<file path="src/rtl/sched_pkg.sv">
package sched_pkg;
  typedef enum logic {
    SCH_FRFCFS = 1'b0,
    SCH_FIFO   = 1'b1
  } sched_mode_e;
endpackage

</file>
<file path="src/rtl/bank_queue.sv">
module bank_queue
  import sched_pkg::*;
#(
  parameter int          DEPTH = 4,
  parameter int          TAG_W = 4,
  parameter int          ROW_W = 8,
  parameter sched_mode_e MODE  = SCH_FRFCFS,
  localparam int CNT_W = $clog2(DEPTH + 1),
  localparam int IDX_W = $clog2(DEPTH)
) (
  input  logic             clk,
  input  logic             rst_n,
  input  logic             push,
  input  logic [TAG_W-1:0] push_tag,
  input  logic [ROW_W-1:0] push_row,
  input  logic             rm_req,
  input  logic [TAG_W-1:0] rm_tag,
  output logic             rm_hit,
  output logic [TAG_W-1:0] ent_tag [DEPTH],
  output logic [ROW_W-1:0] ent_row [DEPTH],
  output logic [CNT_W-1:0] cnt,
  output logic             full
);

  logic [TAG_W-1:0] tag_q [DEPTH];
  logic [ROW_W-1:0] row_q [DEPTH];
  logic [TAG_W-1:0] tag_d [DEPTH];
  logic [ROW_W-1:0] row_d [DEPTH];
  logic [CNT_W-1:0] cnt_q, cnt_d, cnt_keep;
  logic [IDX_W-1:0] rm_idx;
  logic             rm_do, upd_en;

  // Oldest matching tag; FIFO mode considers the head only.
  always_comb begin
    rm_hit = 1'b0;
    rm_idx = '0;
    for (int i = 0; i < DEPTH; i++) begin
      if (!rm_hit && (CNT_W'(i) < cnt_q) && (tag_q[i] == rm_tag) &&
          (MODE == SCH_FRFCFS || i == 0)) begin
        rm_hit = 1'b1;
        rm_idx = IDX_W'(i);
      end
    end
  end

  assign rm_do    = rm_req && rm_hit;
  assign upd_en   = rm_do || push;
  assign cnt_keep = cnt_q - CNT_W'(rm_do);

  // Next state: close the gap, then append at the new tail.
  always_comb begin
    for (int i = 0; i < DEPTH; i++) begin
      tag_d[i] = tag_q[i];
      row_d[i] = row_q[i];
    end
    if (rm_do) begin
      for (int i = 0; i < DEPTH - 1; i++) begin
        if (IDX_W'(i) >= rm_idx) begin
          tag_d[i] = tag_q[i+1];
          row_d[i] = row_q[i+1];
        end
      end
    end
    if (push) begin
      tag_d[cnt_keep[IDX_W-1:0]] = push_tag;
      row_d[cnt_keep[IDX_W-1:0]] = push_row;
    end
    cnt_d = cnt_keep + CNT_W'(push);
  end

  always_ff @(posedge clk or negedge rst_n) begin
    if (!rst_n) cnt_q <= '0;
    else if (upd_en) cnt_q <= cnt_d;
  end

  always_ff @(posedge clk) begin
    if (upd_en) begin
      for (int i = 0; i < DEPTH; i++) begin
        tag_q[i] <= tag_d[i];
        row_q[i] <= row_d[i];
      end
    end
  end

  assign ent_tag = tag_q;
  assign ent_row = row_q;
  assign cnt     = cnt_q;
  assign full    = (cnt_q == CNT_W'(DEPTH));

  a_r8_cnt_bound: assert property (@(posedge clk) disable iff (!rst_n)
    cnt_q <= CNT_W'(DEPTH));
  a_r8_no_push_full: assert property (@(posedge clk) disable iff (!rst_n)
    push |-> !full);
  a_r1_push_grows: assert property (@(posedge clk) disable iff (!rst_n)
    (push && !rm_do) |=> cnt_q == $past(cnt_q) + CNT_W'(1));
  a_r4_remove_shrinks: assert property (@(posedge clk) disable iff (!rst_n)
    (rm_do && !push) |=> cnt_q == $past(cnt_q) - CNT_W'(1));
  a_r5_miss_keeps: assert property (@(posedge clk) disable iff (!rst_n)
    (rm_req && !rm_hit && !push) |=> $stable(cnt_q));
  a_r11_swap_keeps: assert property (@(posedge clk) disable iff (!rst_n)
    (rm_do && push) |=> $stable(cnt_q));

endmodule

</file>
<file path="src/rtl/pick_logic.sv">
module pick_logic
  import sched_pkg::*;
#(
  parameter int          DEPTH = 4,
  parameter int          TAG_W = 4,
  parameter int          ROW_W = 8,
  parameter sched_mode_e MODE  = SCH_FRFCFS,
  localparam int CNT_W = $clog2(DEPTH + 1),
  localparam int IDX_W = $clog2(DEPTH)
) (
  input  logic             clk,
  input  logic             rst_n,
  input  logic [TAG_W-1:0] ent_tag [DEPTH],
  input  logic [ROW_W-1:0] ent_row [DEPTH],
  input  logic [CNT_W-1:0] cnt,
  input  logic             row_open,
  input  logic [ROW_W-1:0] q_row,
  output logic             nxt_valid,
  output logic [TAG_W-1:0] nxt_tag,
  output logic [ROW_W-1:0] nxt_row,
  output logic             more_pending,
  output logic             hit_ahead
);

  logic [DEPTH-1:0] hit;
  logic [IDX_W-1:0] sel;

  always_comb begin
    for (int i = 0; i < DEPTH; i++)
      hit[i] = (CNT_W'(i) < cnt) && (ent_row[i] == q_row);
  end

  generate
    if (MODE == SCH_FRFCFS) begin : g_open_row_first
      logic             any_hit;
      logic [IDX_W-1:0] first_hit;
      logic [CNT_W-1:0] n_hit;

      // Age-ordered priority encoder: lowest index is oldest.
      always_comb begin
        any_hit   = 1'b0;
        first_hit = '0;
        n_hit     = '0;
        for (int i = 0; i < DEPTH; i++) begin
          if (hit[i]) begin
            n_hit = n_hit + CNT_W'(1);
            if (!any_hit) begin
              any_hit   = 1'b1;
              first_hit = IDX_W'(i);
            end
          end
        end
      end

      assign sel       = (row_open && any_hit) ? first_hit : '0;
      assign hit_ahead = (n_hit >= CNT_W'(2));

      a_r3_open_hit_served: assert property (@(posedge clk) disable iff (!rst_n)
        (row_open && hit_ahead) |-> (nxt_row == q_row));
    end else begin : g_fifo
      assign sel       = '0;
      assign hit_ahead = hit[1];
    end
  endgenerate

  assign nxt_valid    = (cnt != '0);
  assign nxt_tag      = ent_tag[sel];
  assign nxt_row      = ent_row[sel];
  assign more_pending = (cnt >= CNT_W'(2));

  a_r6_more_needs_head: assert property (@(posedge clk) disable iff (!rst_n)
    more_pending |-> nxt_valid);
  a_r10_empty_quiet: assert property (@(posedge clk) disable iff (!rst_n)
    !nxt_valid |-> (!hit_ahead && !more_pending));

endmodule

</file>
<file path="src/rtl/frfcfs_sched.sv">
module frfcfs_sched
  import sched_pkg::*;
#(
  parameter int          NUM_BANKS = 4,
  parameter int          DEPTH     = 4,
  parameter int          TAG_W     = 4,
  parameter int          ROW_W     = 8,
  parameter sched_mode_e MODE      = SCH_FRFCFS,
  localparam int BANK_W = $clog2(NUM_BANKS),
  localparam int CNT_W  = $clog2(DEPTH + 1)
) (
  input  logic              clk,
  input  logic              rst_n,
  input  logic              in_valid,
  output logic              in_ready,
  input  logic [BANK_W-1:0] in_bank,
  input  logic [TAG_W-1:0]  in_tag,
  input  logic [ROW_W-1:0]  in_row,
  input  logic              rm_valid,
  input  logic [BANK_W-1:0] rm_bank,
  input  logic [TAG_W-1:0]  rm_tag,
  output logic              rm_err,
  input  logic [BANK_W-1:0] q_bank,
  input  logic              q_row_open,
  input  logic [ROW_W-1:0]  q_row,
  output logic              nxt_valid,
  output logic [TAG_W-1:0]  nxt_tag,
  output logic [ROW_W-1:0]  nxt_row,
  output logic              more_pending,
  output logic              hit_ahead
);

  logic [TAG_W-1:0]     all_tag [NUM_BANKS][DEPTH];
  logic [ROW_W-1:0]     all_row [NUM_BANKS][DEPTH];
  logic [CNT_W-1:0]     all_cnt [NUM_BANKS];
  logic [NUM_BANKS-1:0] full_v, found_v;
  logic                 accept;

  assign in_ready = !full_v[in_bank];
  assign accept   = in_valid && in_ready;
  assign rm_err   = rm_valid && !found_v[rm_bank];

  generate
    for (genvar b = 0; b < NUM_BANKS; b++) begin : g_bank
      logic push_b, rm_b;
      assign push_b = accept && (in_bank == BANK_W'(b));
      assign rm_b   = rm_valid && (rm_bank == BANK_W'(b));

      bank_queue #(
        .DEPTH(DEPTH), .TAG_W(TAG_W), .ROW_W(ROW_W), .MODE(MODE)
      ) u_queue (
        .clk      (clk),
        .rst_n    (rst_n),
        .push     (push_b),
        .push_tag (in_tag),
        .push_row (in_row),
        .rm_req   (rm_b),
        .rm_tag   (rm_tag),
        .rm_hit   (found_v[b]),
        .ent_tag  (all_tag[b]),
        .ent_row  (all_row[b]),
        .cnt      (all_cnt[b]),
        .full     (full_v[b])
      );
    end
  endgenerate

  pick_logic #(
    .DEPTH(DEPTH), .TAG_W(TAG_W), .ROW_W(ROW_W), .MODE(MODE)
  ) u_pick (
    .clk          (clk),
    .rst_n        (rst_n),
    .ent_tag      (all_tag[q_bank]),
    .ent_row      (all_row[q_bank]),
    .cnt          (all_cnt[q_bank]),
    .row_open     (q_row_open),
    .q_row        (q_row),
    .nxt_valid    (nxt_valid),
    .nxt_tag      (nxt_tag),
    .nxt_row      (nxt_row),
    .more_pending (more_pending),
    .hit_ahead    (hit_ahead)
  );

  a_r5_err_only_on_remove: assert property (@(posedge clk) disable iff (!rst_n)
    rm_err |-> rm_valid);
  a_r8_ready_when_room: assert property (@(posedge clk) disable iff (!rst_n)
    (all_cnt[in_bank] < CNT_W'(DEPTH)) |-> in_ready);

endmodule

</file>
<file path="config.mk">
export PLATFORM = sky130hd
export DESIGN_NAME = frfcfs_sched
export DESIGN_NICKNAME = d
export VERILOG_FILES = /design/src/rtl/sched_pkg.sv /design/src/rtl/bank_queue.sv /design/src/rtl/pick_logic.sv /design/src/rtl/frfcfs_sched.sv
export SDC_FILE = /design/constraint.sdc
export NUM_CORES = 1
export LEC_CHECK = 0
export CAP_MARGIN = 20
export CORE_MARGIN = 5
export CORE_UTILIZATION = 30
export CTS_CLUSTER_SIZE = 25
export DETAILED_ROUTE_END_ITERATION = 12
export SYNTH_ARGS = -nofsm -noshare
export SYNTH_HDL_FRONTEND = slang
export SYNTH_SLANG_ARGS = --single-unit
</file>
<file path="constraint.sdc">
create_clock -name clk -period 6.3 [get_ports clk]
set_input_delay 1.26 -clock clk [delete_from_list [all_inputs] [get_ports clk]]
set_output_delay 1.26 -clock clk [all_outputs]
set_load 0.01 [all_outputs]
</file>
# [Yosys cells after proc, flatten, opt, wreduce, memory -nomap -nowiden]
# Index checks and enable logic that the tools add are counted.
[classes] n_addsub=11 order_cmp=46 n_eq_ne=30 n_mux=126 bitwise_logic=6 n_reduce_logical=76
[op_table] op="$mux 32" n=6
[op_table] op="$mux 8" n=18
[op_table] op="$bwmux 32" n=4
[op_table] op="$mux 16" n=6
[op_table] op="$mux 24" n=4
[op_table] op="$mux 4" n=18
[op_table] op="$bmux 32 s2" n=1
[op_table] op="$bwmux 16" n=4
[op_table] op="$demux 8 s2" n=4
[op_table] op="$eq 4x4->1" n=16
[op_table] op="$logic_and 1x1->1" n=51
[op_table] op="$mux 12" n=4
[op_table] op="$bmux 16 s2" n=1
[op_table] op="$demux 4 s2" n=4
[op_table] op="$eq 8x8->1" n=4
[op_table] op="$lt 1x3->1 const A" n=10
[op_table] op="$lt 2x3->1 const A" n=10
[op_table] op="$mux 1" n=28
[op_table] op="$mux 2" n=14
[op_table] op="$ge 3x3->1 const B" n=6
[op_table] op="$not 2->3" n=6
[op_table] op="$bmux 8 s2" n=1
[op_table] op="$ge 1x2->1 const A" n=8
[op_table] op="$mux 3" n=5
[op_table] op="other kinds (19)" n=62
[totals] reg_bits=204 output_inout_bits=17 word_cells=331

# [Logic depth before layout (Yosys ltp)]
# Gate-level depths: netlist (run 1).
[logic_depth] word_depth=24 depth_mapped=16 depth_no_buf=13

# [By module]
# Synthesis (run 1) repeated with hierarchy kept, for this count alone.
[hier_totals] cells_unflattened=1182 area_unflattened_um2=13694.4
[by_module_without_submodules] module="bank_queue (g_bank[0].u_queue ...)" instances=3 cells_per_inst=251 area_per_inst_um2=2830.2 seq_area_each_um2=1516.5
[by_module_without_submodules] module="bank_queue (g_bank[2].u_queue)" instances=1 cells_per_inst=251 area_per_inst_um2=2827.7 seq_area_each_um2=1516.5
[by_module_without_submodules] module="frfcfs_sched" instances=1 cells_per_inst=77 area_per_inst_um2=1412.6 seq_area_each_um2=0.0
[by_module_without_submodules] module="pick_logic" instances=1 cells_per_inst=101 area_per_inst_um2=963.4 seq_area_each_um2=0.0

# [Worst setup path after synthesis (run 1)]
# Ideal clock, no wire load.
[synth_path] path_kind="input-to-output" startpoint="input port q_bank[0]" endpoint="output port nxt_row[0]" t_arrival_ps=4402 path_slack_ps=638 path_stages=15 path_cell_list="buf_6 buf_6 buf_4 buf_2 buf_2 mux4_2 xnor2_1 nand3_1 ha_1 nand2_1 a2111oi_4 nor2_2 buf_6 mux2i_1 mux2i_1"
[synth_between] elab_chain_len=18 elab_cells_between_ends=35
[synth_lines] element="from (decl)" line="frfcfs_sched.sv:23" text="input logic [BANK_W-1:0] q_bank,"
[synth_lines] element="$not 2->3 (implied by the code) (*)" line="frfcfs_sched.sv:74, frfcfs_sched.sv:75"
[synth_lines] element="$bmux 3 s2 or $bmux 32 s2 (tied branches)" line="frfcfs_sched.sv:75, frfcfs_sched.sv:74"
[synth_lines] element="$mux 3 (implied by the code) or $mux 32 (tied branches) (2 in a row)" line="frfcfs_sched.sv:75, frfcfs_sched.sv:74"
[synth_lines] element="$lt 1x3->1 or $eq 8x8->1 (tied branches)" line="pick_logic.sv:30" text="hit[i] = (CNT_W'(i) < cnt) && (ent_row[i] == q_row);"
[synth_lines] element="$logic_and 1x1->1" line="pick_logic.sv:30"
[synth_lines] element="$mux 1" line="pick_logic.sv:45" text="if (hit[i]) begin"
[synth_lines] element="$mux 1" line="pick_logic.sv:47" text="if (!any_hit) begin"
[synth_lines] element="$mux 2" line="pick_logic.sv:45"
[synth_lines] element="$mux 2" line="pick_logic.sv:47"
[synth_lines] element="$mux 2" line="pick_logic.sv:45"
[synth_lines] element="$mux 2" line="pick_logic.sv:47"
[synth_lines] element="$mux 2" line="pick_logic.sv:45"
[synth_lines] element="$mux 2" line="pick_logic.sv:55" text="assign sel = (row_open && any_hit) ? first_hit : '0;"
[synth_lines] element="$not 2->3 (implied by the code)" line="pick_logic.sv:68" text="assign nxt_row = ent_row[sel];"
[synth_lines] element="$bmux 8 s2 (*)" line="pick_logic.sv:68"
[synth_lines] element="$mux 8 (implied by the code) (*) (2 in a row)" line="pick_logic.sv:68"
[synth_lines] element="to (decl)" line="frfcfs_sched.sv:28" text="output logic [ROW_W-1:0] nxt_row,"
# Every way passes the cells marked *; elsewhere a longest branch is shown, timed or not. The select of a mux whose other input is x is not followed.

# [Worst setup path after layout (run 1)]
[layout_path] startpoint="input port q_bank[0]" endpoint="output port nxt_row[7]"
# The elaborated chain is that of the path after synthesis.

==> results of run 1 <==
==> per-layer routing <==
layer,share of wire [%],wire length (um)
met1,45,18200
met2,45,18500
met3,7.4,3020
met4,2.5,1010
met5,0,0
==> power by group <==
part | leakage [nW] | internal (W) | switching, W
logic | 2.95 | 0.000318 | 0.000434
clock network | 0.361 | 0.000789 | 0.000566
registers | 1.90 | 0.00163 | 0.000162
total | 5.21 | 0.00274 | 0.00116
==> cells by family after synthesis <==
logic type | after synthesis | share of synthesized area (%)
adders and majority gates | 17 | 1.65
buffers and inverters | 109 | 3.75
muxes | 246 | 23.9
and+or+nand+nor | 249 | 8.65
DFF | 204 | 46.9
xor gates and xnor gates | 112 | 7.59
AOI/OAI and AO/OA | 181 | 7.58
==> per-stage QoR <==
| step | total power [W] | instances | util, % | hold slack, ns |
|---|---|---|---|---|
| global placement | 0.00255 | 1704 | 33.0 | 0.608 |
| CTS | 0.00393 | 1745 | 34.8 | 0.645 |
| global route | 0.00406 | 1745 | 34.8 | 0.666 |
| detailed placement | 0.00257 | 1704 | 33.0 | 0.630 |
| floorplan | 0.00223 | 1118 | - | 0.529 |
| finish | 0.00390 | 1745 | 34.8 | 0.642 |
==> layout by cell type, fill, tap and decap left out, types with 10 or more instances in the layout <==
master	instances
sky130_fd_sc_hd__ha_1	17
sky130_fd_sc_hd__clkdlybuf4s50_1	49
sky130_fd_sc_hd__mux4_2	49
sky130_fd_sc_hd__buf_4	32
sky130_fd_sc_hd__xor2_1	59
sky130_fd_sc_hd__mux2i_1	192
sky130_fd_sc_hd__nand4_1	10
sky130_fd_sc_hd__clkbuf_16	23
sky130_fd_sc_hd__nand2_1	141
sky130_fd_sc_hd__edfxtp_1	192
sky130_fd_sc_hd__dfrtp_1	12
sky130_fd_sc_hd__nand3_1	18
sky130_fd_sc_hd__nor3_1	18
sky130_fd_sc_hd__o21ai_1	14
sky130_fd_sc_hd__a21oi_1	21
sky130_fd_sc_hd__nor2_1	18
sky130_fd_sc_hd__inv_1	24
sky130_fd_sc_hd__o21ai_0	121
sky130_fd_sc_hd__xnor2_1	53
==> final cells by class <==
class / instances / share of cell area (%)
clock buffer: 31 / 4.26
clock inverter: 10 / 0.722
inverter: 24 / 0.604
multi-input combinational: 805 / 43.4
sequential: 204 / 40.7
tap: 585 / 4.91
timing repair buffer: 86 / 5.41
==> path summary, 6_finish.rpt <==
| check | startpoint | to | slack, ns | cells past startpoint |
|---|---|---|---|---|
| worst max-delay path | q_bank[0] | nxt_row[7] | 0.26 | 15 |
| worst min-delay path | flip-flop | g_bank[0].u_queue.ent_row[15] | 0.64 | 2 |
| worst max register to register | g_bank[3].u_queue.cnt[1] | g_bank[3].u_queue.ent_row[20] | 2.48 | 9 |
| worst min register to register | flip-flop | g_bank[0].u_queue.ent_row[15] | 0.64 | 2 |
| max in group asynchronous | rst_n | g_bank[3].u_queue.cnt[0] | 4.64 | 1 |
| min in group asynchronous | rst_n | g_bank[1].u_queue.cnt[0] | 1.18 | 1 |
==> timing repair <==
item,4_1_cts,5_1_grt
gates resized for setup,0,1
setup endpoints to repair,0,1
hold buffers,0,0
==> worst register-to-register path, stage by stage, from the launching register on <==
cell,delay (ns)
sky130_fd_sc_hd__dfrtp_1,0.50
sky130_fd_sc_hd__o311ai_0,0.91
sky130_fd_sc_hd__nand3_1,0.29
sky130_fd_sc_hd__o21bai_1,0.55
sky130_fd_sc_hd__inv_1,0.09
sky130_fd_sc_hd__ha_1,0.20
sky130_fd_sc_hd__ha_1,0.37
sky130_fd_sc_hd__nor3b_2,0.19
sky130_fd_sc_hd__buf_4,0.30
sky130_fd_sc_hd__o21ai_0,0.16
==> insert_results.sql, run 1 <==
INSERT INTO impl_metrics (metric_group, metric, value, unit) VALUES
('timing', 'fin_setup_tns', '0', 'ns'),
('drt', 'wl_per_cell', '23.3', 'um'),
('yosys', 'avgSynthCellArea', '11.6', 'um^2'),
('yosys', 'netlist.top_cell.by_area', 'sky130_fd_sc_hd__edfxtp_1', ''),
('timing', 'hold_viol', '0', ''),
('cells_and_area', 'finish.net_count', '1196', ''),
('place', 'dp_slack', '0.236', 'ns'),
('timing', 'post-route-period-util', '95.9', '%'),
('yosys', 'synth.top_cells.by_area', 'sky130_fd_sc_hd__edfxtp_1, sky130_fd_sc_hd__mux2i_1, sky130_fd_sc_hd__mux4_2', ''),
('clock_tree', 'cts_root_buffer', 'sky130_fd_sc_hd__clkbuf_16', ''),
('floorplanning', 'top_level_ports', '52', ''),
('global_route', 'globalRoute.totalOverflow', '0', ''),
('yosys', 'synth-main-ff-cell', 'sky130_fd_sc_hd__edfxtp_1', ''),
('worst_setup_path', 'path_cells', 'buf_4 -> buf_12 -> mux4_2 -> xnor2_1 -> nand4_1 -> nor3_1 -> nand4_1 -> ha_1 -> nand2_1 -> nor4_1 -> nor2_4 -> buf_6 -> mux2i_1 -> mux2i_1 -> clkdlybuf4s50_1', ''),
('clock_tree', 'cts_sinks', '204', ''),
('global_route', 'gr-usage-all-layers', '16.8', '%'),
('place', 'port-buffer-count', '51', ''),
('place', 'gp_congestion', '0.888', ''),
('yosys', 'ys_warn_count', '0', ''),
('timing', 'worst_margin_slew', '1.16', 'ns'),
('worst_setup_path', 'critical_path_endpoint_category', 'output port', ''),
('timing', 'max-slew-margin-rel', '22.4', '%'),
('timing', 'setup_repair_after_global_routing_missed_its_margin', 'no', ''),
('timing', 'final.setup_skew', '0.0174', 'ns'),
('global_route', 'grt_first_pass_wirelength', '60.4', 'mm'),
('yosys', 'flops_latches_synth', '204', ''),
('worst_setup_path', 'cp_data_arrival_time', '4.78', 'ns'),
('flow_run', 'maxCapViolations', '0', ''),
('timing', 'layout_setup_ws', '0.258', 'ns'),
('worst_setup_path', 'critPathKind', 'input pin to output port', ''),
('floorplanning', 'die_y', '218', 'um'),
('global_route', 'globalRouteMet2Util', '26.5', '%'),
('clock_tree', 'post_cts.repair.setup_buffers', '0', ''),
('global_route', 'global_route.peak_usage_layer', 'met2', ''),
('timing', 'fmaxAchievable', '0.166', 'GHz'),
('cells_and_area', 'area.growth.synth_to_final', '15.3', '%'),
('cells_and_area', 'fillCellCount', '4154', ''),
('worst_hold_path', 'hold_path_class', 'flip-flop to flip-flop', ''),
('drt', 'drt_drc_violations_left', '0', ''),
('floorplanning', 'fp.dieW', '218', 'um'),
('global_route', 'groute.layer.met3.usage', '3.22', '%'),
('worst_setup_path', 'cp_max_fo', '27', ''),
('worst_setup_path', 'worst_path_largest_cell_delay', '0.62', 'ns'),
('global_route', 'vias_in_the_first_global_route', '8985', ''),
('yosys', 'cells_after_synth', '1118', ''),
('floorplanning', 'core', '42900', 'um^2'),
('yosys', 'postSynth.asyncResetShare', '5.88', '%'),
('global_route', 'antenna_violations_before_repair', '0', ''),
('yosys', 'synth_seq_area_share', '46.9', '%'),
('clock_tree', 'cts_inserted_buffers', '23', ''),
('drt', 'drtAntennaViolNets', '0', ''),
('cells_and_area', 'num_antenna_cells', '0', ''),
('global_route', 'global_route.usage.met1', '23.6', '%'),
('power', 'pwr_cell_area', '262', 'nW/um^2'),
('floorplanning', 'std_cell_rows', '76', ''),
('timing', 'slew_violations', '0', ''),
('status', 'status', 'complete, no violations', ''),
('floorplanning', 'initial_utilization', '30.1', '%'),
('worst_setup_path', 'worst-path-buf-inv', '4', ''),
('clock_tree', 'tritoncts_clock_tree', 'yes', ''),
('yosys', 'synth_top_area_share', '44.6', '%'),
('cells_and_area', 'multi_input_comb_area', '6470', 'um^2'),
('drt', 'drt_pre_antenna_iters', '5', ''),
('drt', 'vias_per_cell', '5.24', ''),
('cells_and_area', 'post_route_cells_drive_above_1_share', '13.3', '%'),
('yosys', 'synthDistinctLibCells', '45', ''),
('place', 'dpl-instance-area', '14200', 'um^2'),
('timing', 'setup_viol_count_final', '0', ''),
('clock_tree', 'path_clk_slew', '0.06', 'ns'),
('power', 'static-leakage-power', '5.21', 'nW'),
('yosys', 'syn-cell-area', '12900', 'um^2');
Note: power is estimated with default switching activity, not from simulation.
==> run 2: changes to the inputs <==
Settings changed: PLACE_DENSITY set to 0.54.
==> run 2 against run 1 <==
Register-to-register slack lost 0.03 ns. Clock-buffer cell count fell by 1. Routed wire length is 5.5% higher. Largest cell class unchanged. Flip-flop and latch count is the same. Largest power group unchanged. Critical endpoint is now nxt_tag[2]. Worst hold slack about the same.
==> insert_results.sql, run 2 (same netlist as run 1, synthesis figures left out) <==
INSERT INTO impl_metrics (metric_group, metric, value, unit) VALUES
('timing', 'slew_violations', '0', ''),
('cells_and_area', 'finish.net_count', '1204', ''),
('worst_setup_path', 'path_cells', 'buf_4 -> buf_12 -> mux4_2 -> xnor2_1 -> nand4_1 -> nor4_1 -> nand3_1 -> ha_1 -> nand2_1 -> nor4_1 -> nor2_4 -> buf_12 -> mux2i_1 -> mux2i_1 -> clkdlybuf4s50_1', ''),
('worst_hold_path', 'hold_path_class', 'flip-flop to flip-flop', ''),
('floorplanning', 'initial_utilization', '30.1', '%'),
('cells_and_area', 'post_route_cells_drive_above_1_share', '13.3', '%'),
('timing', 'worst_margin_slew', '1.09', 'ns'),
('floorplanning', 'die_y', '218', 'um'),
('drt', 'routed_wl', '42.9', 'mm'),
('floorplanning', 'floorplan.die_area', '47300', 'um^2'),
('place', 'port-buffer-count', '51', ''),
('worst_setup_path', 'timing.critical_path.from_type', 'input pin', ''),
('clock_tree', 'clockBufferDepth', '3', ''),
('worst_setup_path', 'reg2reg_depth', '9', ''),
('clock_tree', 'post_cts.repair.setup_buffers', '0', ''),
('clock_tree', 'cts_root_buffer', 'sky130_fd_sc_hd__clkbuf_16', ''),
('timing', 'setup_repair_after_global_routing_missed_its_margin', 'no', ''),
('cells_and_area', 'cell_area_after_layout', '15000', 'um^2'),
('timing', 'min_period', '6.07', 'ns'),
('timing', 'final.setup_skew', '0.00950', 'ns'),
('timing', 'post-route-period-util', '96.4', '%'),
('timing', 'fmaxAchievable', '0.165', 'GHz'),
('place', 'dpl-instance-area', '14200', 'um^2'),
('floorplanning', 'core', '42900', 'um^2'),
('floorplanning', 'top_level_ports', '52', ''),
('worst_setup_path', 'worst_path_largest_cell_delay', '0.59', 'ns'),
('worst_hold_path', 'hold_path_depth', '2', ''),
('worst_setup_path', 'cp_max_fo', '20', ''),
('timing', 'hold_viol', '0', ''),
('worst_hold_path', 'min_to', 'g_bank[0].u_queue.ent_row[10]', ''),
('clock_tree', 'cts_resized', '0', ''),
('worst_setup_path', 'cp_data_arrival_time', '4.81', 'ns'),
('worst_setup_path', 'cpMaxStageDelayCell', 'sky130_fd_sc_hd__clkdlybuf4s50_1', ''),
('timing', 'max-slew-margin-rel', '27.1', '%'),
('cells_and_area', 'final_cell_mix', 'sky130_fd_sc_hd__mux2i_1, sky130_fd_sc_hd__edfxtp_1, sky130_fd_sc_hd__nand2_1', ''),
('floorplanning', 'std_cell_rows', '76', ''),
('clock_tree', 'cts_hold_buffers', '0', ''),
('power', 'pwr_cell_area', '257', 'nW/um^2'),
('cells_and_area', 'num_antenna_cells', '0', ''),
('status', 'status', 'complete, no violations', ''),
('worst_setup_path', 'timing.rr.end', 'g_bank[1].u_queue.ent_tag[14]', ''),
('power', 'ir_drop', '0.157', 'mV'),
('drt', 'drtAntennaViolNets', '0', ''),
('drt', 'met3RoutedLength', '2.95', 'mm'),
('place', 'post-dp-hpwl', '30.2', 'mm'),
('drt', 'drt_drc_violations_left', '0', ''),
('drt', 'route.met2.wl', '20.4', 'mm'),
('cells_and_area', 'area.growth.synth_to_final', '15.8', '%'),
('global_route', 'gr-usage-all-layers', '17.7', '%'),
('global_route', 'antenna_violations_before_repair', '0', ''),
('flow_run', 'maxCapViolations', '0', ''),
('drt', 'vias_per_cell', '5.24', ''),
('global_route', 'vias_in_the_first_global_route', '9131', ''),
('worst_setup_path', 'critical_path_endpoint_category', 'output port', ''),
('clock_tree', 'tritoncts_clock_tree', 'yes', ''),
('drt', 'via_count', '9189', ''),
('worst_setup_path', 'r2r-start', 'g_bank[1].u_queue.cnt[2]', ''),
('floorplanning', 'fp.dieW', '218', 'um'),
('drt', 'wl_per_cell', '24.5', 'um'),
('drt', 'drt_pre_antenna_iters', '5', ''),
('power', 'static-leakage-power', '5.24', 'nW'),
('drt', 'met1_length', '18.4', 'mm'),
('clock_tree', 'clk_latency', '0.53', 'ns'),
('clock_tree', 'cts_sinks', '204', ''),
('drt', 'drt-initial-drc-count', '1026', ''),
('drt', 'routed.top_layer', 'met4', ''),
('timing', 'setup_viol_count_final', '0', ''),
('global_route', 'grt_start_max_net_pins', '39', ''),
('worst_setup_path', 'worst-r2r-setup-slack', '2.45', 'ns'),
('cells_and_area', 'fillCellCount', '4201', ''),
('global_route', 'grt_first_pass_wirelength', '63.4', 'mm'),
('clock_tree', 'ctsHtreeMaxLevel', '1', ''),
('clock_tree', 'cts_inserted_buffers', '24', ''),
('global_route', 'globalRoute.totalOverflow', '0', ''),
('worst_setup_path', 'critPathRequiredTime', '5.04', 'ns'),
('timing', 'fin_setup_tns', '0', 'ns'),
('worst_setup_path', 'critPathKind', 'input pin to output port', ''),
('place', 'gp_congestion', '0.875', ''),
('clock_tree', 'path_clk_slew', '0.06', 'ns');
[run 2: worst max-delay path, delay by kind of cell]
family | cells | cell delay (ns)
buffers and inverters | 4 | 1.24
AND/OR/NAND/NOR | 6 | 0.92
multiplexers | 3 | 0.88
XOR/XNOR | 1 | 0.24
adder cells (fa/ha/maj) | 1 | 0.25
[run 2: worst max path at each step]
stage	end	depth (start not counted)	slack, ns	start
2_1_floorplan	nxt_row[0]	15	0.64	q_bank[0]
3_3_place_gp	nxt_row[0]	13	0.25	q_bank[0]
3_5_place_dp	nxt_tag[2]	15	0.21	q_bank[0]
4_1_cts	nxt_tag[2]	15	0.20	q_bank[0]
5_1_grt	nxt_row[0]	15	0.03	q_bank[0]
6_report	nxt_tag[2]	15	0.23	q_bank[0]
[run 2: metrics by stage]
step	instances	power, W	utilization, %	worst slack [ns]	hold slack (ns)
after global routing	1754	0.00401	34.9	0.0306	0.680
after detailed placement	1710	0.00258	33.2	0.207	0.629
final	1754	0.00385	34.9	0.227	0.642
after CTS	1753	0.00388	34.9	0.203	0.644
after global placement	1709	0.00257	33.2	0.251	0.617
after floorplan	1118	0.00223	-	0.638	0.529
[run 2: per-layer routing]
metal | track usage [%] | vias to the layer above
met3 | 1.93 | 55
li1 | - | 4213
met5 | 0 | -
met4 | 4.68 | 0
met1 | 24.7 | 4547
met2 | 29.6 | 374
[run 2: report_power, final]
| part | leakage, nW | internal, W | switching [W] |
|---|---|---|---|
| clock network | 0.342 | 0.000718 | 0.000569 |
| registers | 1.90 | 0.00163 | 0.000156 |
| logic | 3.00 | 0.000325 | 0.000451 |
| total | 5.24 | 0.00267 | 0.00118 |
[run 2: cell type report]
class | instances | area, um^2 | area share, %
Multi-Input combinational cell | 805 | 6480 | 43.3
Timing Repair Buffer | 93 | 901 | 6.02
Clock buffer | 30 | 644 | 4.30
Clock inverter | 13 | 57.6 | 0.384
Sequential cell | 204 | 6070 | 40.5
Inverter | 24 | 90.1 | 0.602
Tap cell | 585 | 732 | 4.89
